**config.mk**
```make
export PLATFORM = sky130hd
export DESIGN_NAME = key_wdt
export DESIGN_NICKNAME = d
export VERILOG_FILES = /design/src/rtl/wdt_pkg.sv /design/src/rtl/wdt_regs.sv /design/src/rtl/wdt_counter.sv /design/src/rtl/key_wdt.sv
export SDC_FILE = /design/constraint.sdc
export NUM_CORES = 1
export LEC_CHECK = 0
export ABC_AREA = 1
export BUFFER_PORTS_ARGS = -buffer_cell sky130_fd_sc_hd__buf_2
export CORE_AREA = 2 2 60 62
export CTS_CLUSTER_DIAMETER = 120
export DETAILED_ROUTE_END_ITERATION = 8
export DIE_AREA = 0 0 62 64
export GPL_TIMING_DRIVEN = 1
export PLACE_DENSITY = 0.76
export SYNTH_ARGS = -nofsm -noshare
export SYNTH_HDL_FRONTEND = slang
export SYNTH_SLANG_ARGS = --single-unit
```
**constraint.sdc**
```tcl
create_clock -name clk_i -period 1.9 [get_ports clk_i]
set_input_delay 0.38 -clock clk_i [delete_from_list [all_inputs] [get_ports clk_i]]
set_output_delay 0.38 -clock clk_i [all_outputs]
set_load 0.02 [all_outputs]
```
**src/rtl/wdt_pkg.sv**
```systemverilog
package wdt_pkg;
  localparam logic [7:0] KEY_VAL    = 8'hAC;
  localparam logic [7:0] SVC_RD_VAL = 8'h9A;
  localparam logic [6:0] CTRL_INIT  = 7'h67;

  typedef enum logic [1:0] {WM_STOP, WM_NMI, WM_RST} wdt_mode_e;

  function automatic wdt_mode_e decode_mode(input logic [1:0] f);
    if (f[1]) return WM_RST;
    if (f[0]) return WM_NMI;
    return WM_STOP;
  endfunction
endpackage

```
**src/rtl/wdt_regs.sv**
```systemverilog
module wdt_regs
  import wdt_pkg::*;
#(
  parameter int SEL_W = 3
) (
  input  logic             clk_i,
  input  logic             rst_ni,
  input  logic             req_i,
  input  logic             we_i,
  input  logic             addr_i,
  input  logic             full_i,
  input  logic [7:0]       wdata_i,
  output logic [7:0]       rdata_o,
  output wdt_mode_e        mode_o,
  output logic [SEL_W-1:0] sel_o,
  output logic             clr_o,
  output logic             force_o
);
  logic [6:0] ctrl_q;
  logic       locked_q;
  logic       ctrl_wr, svc_wr, key_ok, running;

  assign ctrl_wr = req_i & we_i & ~addr_i;
  assign svc_wr  = req_i & we_i & addr_i;
  assign key_ok  = full_i & (wdata_i == KEY_VAL);
  assign mode_o  = decode_mode(ctrl_q[6:5]);
  assign running = (mode_o != WM_STOP);
  assign sel_o   = ctrl_q[SEL_W-1:0];

  // accepted control write restarts the count
  assign clr_o   = (svc_wr & key_ok) | (ctrl_wr & ~locked_q);
  assign force_o = running & ((svc_wr & ~key_ok) | (ctrl_wr & locked_q));

  assign rdata_o = addr_i ? SVC_RD_VAL : {1'b0, ctrl_q};

  always_ff @(posedge clk_i or negedge rst_ni) begin
    if (!rst_ni) begin
      ctrl_q   <= CTRL_INIT;
      locked_q <= 1'b0;
    end else if (ctrl_wr && !locked_q) begin
      ctrl_q   <= wdata_i[6:0];
      locked_q <= 1'b1;
    end
  end

  // once locked, the control value never moves
  a_r6_locked: assert property (@(posedge clk_i) disable iff (!rst_ni)
    locked_q |=> $stable(ctrl_q));
endmodule

```
**src/rtl/wdt_counter.sv**
```systemverilog
module wdt_counter #(
  parameter int BASE_EXP = 9,
  parameter int SEL_W    = 3
) (
  input  logic             clk_i,
  input  logic             rst_ni,
  input  logic             tick_i,
  input  logic             run_i,
  input  logic             clr_i,
  input  logic             force_i,
  input  logic [SEL_W-1:0] sel_i,
  output logic             fire_o
);
  localparam int N_LEN = 2 ** SEL_W;
  localparam int CNT_W = BASE_EXP + N_LEN - 1;

  logic [CNT_W-1:0] last_w [N_LEN];
  logic [CNT_W-1:0] cnt_q;
  logic             at_end, tick_fire;

  for (genvar i = 0; i < N_LEN; i++) begin : g_len
    assign last_w[i] = {CNT_W{1'b1}} >> (N_LEN - 1 - i);
  end

  assign at_end    = (cnt_q == last_w[sel_i]);
  assign tick_fire = run_i & tick_i & at_end & ~clr_i;
  assign fire_o    = tick_fire | force_i;

  always_ff @(posedge clk_i or negedge rst_ni) begin
    if (!rst_ni)                       cnt_q <= '0;
    else if (!run_i || clr_i || fire_o) cnt_q <= '0;
    else if (tick_i)                   cnt_q <= cnt_q + CNT_W'(1);
  end

  a_r4_clear: assert property (@(posedge clk_i) disable iff (!rst_ni)
    clr_i |=> (cnt_q == '0));
  a_r8_hold: assert property (@(posedge clk_i) disable iff (!rst_ni)
    !run_i |=> (cnt_q == '0));
endmodule

```
**src/rtl/key_wdt.sv**
```systemverilog
module key_wdt
  import wdt_pkg::*;
#(
  parameter int BASE_EXP = 9,
  parameter int SEL_W    = 3
) (
  input  logic       clk_i,
  input  logic       rst_ni,
  input  logic       tick_i,
  input  logic       req_i,
  input  logic       we_i,
  input  logic       addr_i,
  input  logic       full_i,
  input  logic [7:0] wdata_i,
  output logic [7:0] rdata_o,
  output logic       ovf_o,
  output logic       rst_req_o,
  output logic       nmi_o
);
  wdt_mode_e        mode;
  logic [SEL_W-1:0] sel;
  logic             clr, force_ovf, fire;
  logic             ovf_q, rst_q, nmi_q;

  wdt_regs #(.SEL_W(SEL_W)) u_regs (
    .clk_i, .rst_ni, .req_i, .we_i, .addr_i, .full_i, .wdata_i,
    .rdata_o, .mode_o(mode), .sel_o(sel), .clr_o(clr), .force_o(force_ovf)
  );

  wdt_counter #(.BASE_EXP(BASE_EXP), .SEL_W(SEL_W)) u_cnt (
    .clk_i, .rst_ni, .tick_i, .run_i(mode != WM_STOP), .clr_i(clr),
    .force_i(force_ovf), .sel_i(sel), .fire_o(fire)
  );

  always_ff @(posedge clk_i or negedge rst_ni) begin
    if (!rst_ni) begin
      ovf_q <= 1'b0;
      rst_q <= 1'b0;
      nmi_q <= 1'b0;
    end else begin
      ovf_q <= fire;
      rst_q <= fire & (mode == WM_RST);
      nmi_q <= fire & (mode == WM_NMI);
    end
  end

  assign ovf_o     = ovf_q;
  assign rst_req_o = rst_q;
  assign nmi_o     = nmi_q;

  a_r9_exclusive: assert property (@(posedge clk_i) disable iff (!rst_ni)
    $onehot0({rst_req_o, nmi_o}));
  a_r9_with_ovf: assert property (@(posedge clk_i) disable iff (!rst_ni)
    (rst_req_o || nmi_o) |-> ovf_o);
  a_r7_forced: assert property (@(posedge clk_i) disable iff (!rst_ni)
    force_ovf |=> ovf_o);
  a_r8_quiet: assert property (@(posedge clk_i) disable iff (!rst_ni)
    (mode == WM_STOP) |=> !ovf_o);
endmodule

```
# [Word level (Yosys, flattened, before mapping)]
# Memories as Yosys holds them, arrays and structs flattened.
# Cells that the tools add are included.
# Widths: inputs -> output; s select.
[op_classes] n_eq_ne=4 n_reduce_logical=7 n_bitwise=22 n_lt_le_gt_ge=1 addsub=1 n_mux=12
[op_table] operator="$mux 16" n=4
[op_table] operator="$add 16x1->16 const B" n=1
[op_table] operator="$eq 16x16->1" n=1
[op_table] operator="$and 1x1->1" n=14
[op_table] operator="$eq 8x8->1 const B" n=1
[op_table] operator="$mux 2" n=4
[op_table] operator="$mux 8" n=1
[op_table] operator="$ge 4x4->1 const B" n=1
[op_table] operator="$not 1->1" n=4
[op_table] operator="$not 3->4" n=1
[op_table] operator="$reduce_bool 2->1" n=2
[op_table] operator="$mux 1" n=3
[op_table] operator="$or 1x1->1" n=3
[op_table] operator="$eq 2x1->1 const B" n=1
[op_table] operator="$eq 2x2->1 const B" n=1
[op_table] operator="$logic_not 1->1" n=2
[op_table] operator="$logic_or 1x1->1" n=2
[op_table] operator="$logic_and 1x1->1" n=1
[totals] wordCells=54 inputBits=15 regBits=27 mem_bits_ro=128 output_inout_bits=11 mem_count=1
[mem_list] memory="(name not given)" depth=8 word_bits=16 read_ports=1 rd_ports_with_merged_regs=0 wr=0 line="wdt_counter.sv:25" source="assign at_end = (cnt_q == last_w[sel_i]);"

# [Logic depth before layout (Yosys ltp)]
[logic_depth] word_depth=11 ltp_mapped=11 ltp_nobuf=9

# [Hierarchy]
# Synthesis repeated with hierarchy kept, for this count alone.
[unflattened] hier_cells=224 hier_area_um2=1680.4
[modules_own_cells] module="wdt_counter" area_each_um2=1073.5 instances=1 cells_per_inst=152 seq_area_each_um2=400.4
[modules_own_cells] module="wdt_regs" area_each_um2=510.5 instances=1 cells_per_inst=64 seq_area_each_um2=206.4
[modules_own_cells] module="key_wdt" area_each_um2=96.3 instances=1 cells_per_inst=8 seq_area_each_um2=75.1

# [Least setup slack after synthesis]
# OpenSTA, ideal clock, no wires.
[synth_timing] path_type="register -> register" start="reg u_regs.ctrl_q[2]" end="reg u_cnt.cnt_q[9]" path_stages_with_launch=12 synth_period_minus_slack_ns=1.520 n_path_buf=2 setup_time_ns=0.125 t_arrival_ns=1.396 required_ns=1.775 setup_slack_ns=0.380 cell_sequence="dfstp_2 -> buf_6 -> inv_2 -> nand2_1 -> nand2_1 -> nand2_1 -> nand2_1 -> nor2_2 -> nand3_2 -> nand3_4 -> buf_12 -> nor2_4"
[synth_via] elab_chain_len=10 word_cells_on_any_way=11 cone_classes="eq/ne: 1; mux: 3; bitwise: 4; reduce/logical: 2; memory: 1"
[synth_rtl] item="start, declared" line="wdt_regs.sv:19" source="logic [6:0] ctrl_q;"
[synth_rtl] item="start signal, assigned" line="wdt_regs.sv:41" source="ctrl_q <= wdata_i[6:0];"
[synth_rtl] item="$not 3->4 (not written as such) *" line="wdt_counter.sv:25"
[synth_rtl] item="$mem_v2 8x16 *"
[synth_rtl] item="$mux 16 (not written as such) * (2 in series)" line="wdt_counter.sv:25"
[synth_rtl] item="$eq 16x16->1 *" line="wdt_counter.sv:25"
[synth_rtl] item="$and 1x1->1 * (2 in series)" line="wdt_counter.sv:26" source="assign tick_fire = run_i & tick_i & at_end & ~clr_i;"
[synth_rtl] item="$or 1x1->1 *" line="wdt_counter.sv:27" source="assign fire_o = tick_fire | force_i;"
[synth_rtl] item="$logic_or 1x1->1 *" line="wdt_counter.sv:31" source="else if (!run_i || clr_i || fire_o) cnt_q <= '0;"
[synth_rtl] item="$mux 16 or $reduce_bool 2->1 (tied branches)"
[synth_rtl] item="end signal, assigned" line="wdt_counter.sv:32" source="else if (tick_i) cnt_q <= cnt_q + CNT_W'(1);"
[synth_rtl] item="end, declared" line="wdt_counter.sv:18" source="logic [CNT_W-1:0] cnt_q;"
# Every way passes the cells marked *; elsewhere a longest branch is shown, timed or not. The select of a mux whose other input is x is not followed.
# A chain may end at the register's enable or synchronous reset.

# [Worst setup path after layout]
[layout_timing] start="reg u_regs.ctrl_q[2]" end="reg u_cnt.cnt_q[3]"
# The elaborated chain is that of the path after synthesis.

==> results by group <==
Layout
  – Finished Layout Cells: 317
  – Fill count: 329
  – Synth-to-Final Area Change: 9.58%
  – Post-layout nets: 288
  – Ant. Diodes: 0
  – Layout cell share with drive strength beyond 1: 23.6%

Worst setup path
  – Crit-path most repeated cell: nand2_1
  – Slowest CP cell: dfstp_2
  – Crit path max fanout: 16
  – CP arrival: 1970 ps
  – Worst Setup End Kind: flip-flop
  – CP Cell Sequence: inv_2 -> nand2_1 -> nand2_1 -> nand2_1 -> nand2_1 -> nor2_2 -> nand3_2 -> nand3_4 -> nor2_1
  – Worst setup path class: flip-flop to flip-flop
  – Crit-path max cell delay: 660 ps
  – Critical Path RT: 2110 ps
  – Critical path's top delay family: simple AND/OR/NAND/NOR gates
  – Setup crit start kind: flip-flop
  – Buf/Inv on CP: 1

STA
  – Slew headroom: 61.1%
  – Clock Skew: 9.72 ps
  – Max Clk Rate: 571 MHz
  – Max Slew Vio Count: 0
  – Final setup vio count: 0
  – Final Hold Viols: 0
  – Post-layout min period: 1750 ps
  – Worst-Margin Slew: 583 ps
  – Period utilisation layout: 92.2%
  – TNS Setup: 0 ps
  – RSZ-0062 raised after global routing: false

Global routing
  – Met1 Usage GRT: 30.7%
  – Grt met2 use: 30.2%
  – Pin count of the biggest net entering global routing: 28
  – Total grt overflow: 0
  – Total track usage: 20.3%
  – Initial antenna violation count: 0
  – Met3 usage: 2.02%
  – Vias in the first global route: 1417
  – Most used routing layer in global routing: met1
  – First-pass GRT wire length: 6160 microns

Power
  – Pwr Total: 1.68 mW
  – Power per cell area: 863 mW/mm^2
  – Peak VDD IR: 0.000692 V
  – Leak: 0.921 nW

Route
  – DRC: 0
  – DRT iter0 DRCs: 69
  – Routed Antenna Nets: 0
  – Per-cell routed wire length: 11.0 microns
  – Detail-routed via count per cell: 4.80
  – Detailed Routing Iterations Pass 1: 4
  – Overall routed net length: 3480 microns
  – Vias: 1523

Synth
  – Top cells by count, synth: nand2_1 (71), nor2_1 (35), inv_1 (30)
  – Area share of the largest cell type after synthesis: 31.0%
  – Asr flop ratio synth: 100%
  – Netlist cell types: 30
  – Most frequent cell after synthesis: nand2_1
  – Leading area contributor after synthesis: dfrtp_1
  – Dominant cells by area after synthesis: dfrtp_1 (31%), nand2_1 (15%), dfstp_2 (7.4%), nor2_1 (7.4%), nor2_4 (7.0%)
  – Syn nets: 262
  – Mapped Cells: 246
  – Syn. warnings: 0
  – Post-Syn Area: 0.00178 sq mm
  – Sequential-to-total area share from yosys stat: 38.4%
  – Yosys reg bits: 27
  – Top FF cell, synth: dfrtp_1
  – EDFF count, synth: 0
  – Mean area per synthesized cell: 7.22 sq um

Outcome
  – Status: completed

Clock network
  – H-Tree Depth: 1
  – Hold Buf Count CTS: 0
  – PostCTS Resize Cnt: 0
  – Num CTS Buffers: 3
  – Clk Latency, worst-skew pair: 330 ps
  – Clk sink count: 27
  – TritonCTS clock tree: yes
  – Worst-path clk slew: 150 ps
  – Root Driver: clkbuf_4
  – Max Buffers Root-to-Sink: 2
  – Postcts setup bufs: 0

Die
  – Die X: 62 microns
  – I/O Pins: 26
  – Die area: 0.00397 sq mm
  – Core footprint: 0.00328 sq mm
  – Number of cell rows: 21
  – Initial Utilization: 54.1%
  – Die Span Y: 64 microns

Placed design
  – Hpwl dp: 2730 microns
  – GP Congestion: 0.841
  – I/O Buffers: 25
  – Post-Place Cells: 313

Run
  – Max-Cap Viols: 0

Min path
  – Hold Crit Class: input pin to async pin
[state kept, by name, summed over array words and instances (netlist names)]
register,count
u_cnt.cnt_q,16
u_regs.ctrl_q,7
nmi_o,1
ovf_o,1
rst_req_o,1
u_regs.locked_q,1
[routing by layer]
layer / part of all wire [%] / wire (microns)
met5: 0 / 0
met4: 1.4 / 47
met3: 2.3 / 81
met2: 45 / 1570
met1: 51 / 1780
[report_power, final]
group	internal [mW]	switching [mW]
registers	0.697	0.0921
logic	0.199	0.436
clock network	0.0806	0.172
total	0.977	0.701
[through the flow]
stage / setup WS, ps / hold WS, ps / area (sq um) / util [%]
final: 148 / 26.1 / 1950 / 59.2
after global routing: 2.97 / 70.7 / 1950 / 59.2
after CTS: 145 / 28.9 / 1950 / 59.2
after detailed placement: 178 / 412 / 1920 / 58.3
after global placement: 198 / 409 / 1920 / 58.3
after floorplan: 380 / 84.4 / 1780 / -
[layout by cell type, fill, tap and decap left out, types with 2 or more instances in the layout]
cell | Yosys | routed
nand4_1 | 5 | 5
or2_2 | 5 | 5
inv_1 | 30 | 30
dfrtp_1 | 22 | 22
a21oi_1 | 7 | 7
xnor2_1 | 2 | 2
clkbuf_4 | 0 | 3
nor2_1 | 35 | 35
nor2_4 | 11 | 11
nor3_1 | 3 | 3
dfstp_2 | 5 | 5
buf_2 | 0 | 25
inv_2 | 3 | 3
nand2_2 | 4 | 4
o21ai_0 | 8 | 8
nand3_1 | 16 | 16
nor2_2 | 2 | 2
xor2_1 | 3 | 3
nand2_1 | 71 | 71
[worst paths after layout]
kind	endpoint	start	slack, ps	cells past startpoint
hold reg to reg	u_regs.ctrl_q[3]	u_regs.ctrl_q[3]	490	2
max in group asynchronous	u_cnt.cnt_q[8]	rst_ni	1490	1
hold / removal	u_cnt.cnt_q[0]	rst_ni	30	1
min in group clk_i	u_regs.ctrl_q[1]	wdata_i[1]	260	3
setup / recovery	u_cnt.cnt_q[3]	u_regs.ctrl_q[2]	150	9
setup reg to reg	u_cnt.cnt_q[3]	u_regs.ctrl_q[2]	150	9
[cell families (layout without fill, tap and decap cells)]
kind of cell    Yosys count  after routing  synth area share [%]
mux                       1              1                 0.564
fa+ha+maj                 1              1                 0.705
compound gates           17             17                  4.86
simple gates            156            156                  42.9
xor+xnor                  5              5                  2.47
flops                    27             27                  38.4
buf+inv                  39             64                  10.1
[final cells by class]
type	count	area [sq um]	area share [%]
clock inverter	1	7.51	0.386
tap	46	57.6	2.96
inverter	34	129	6.62
timing repair buffer	26	133	6.82
sequential	27	682	35.0
multi-input combinational	180	915	47.0
clock buffer	3	22.5	1.16
Note: power is estimated with default switching activity, not from simulation.
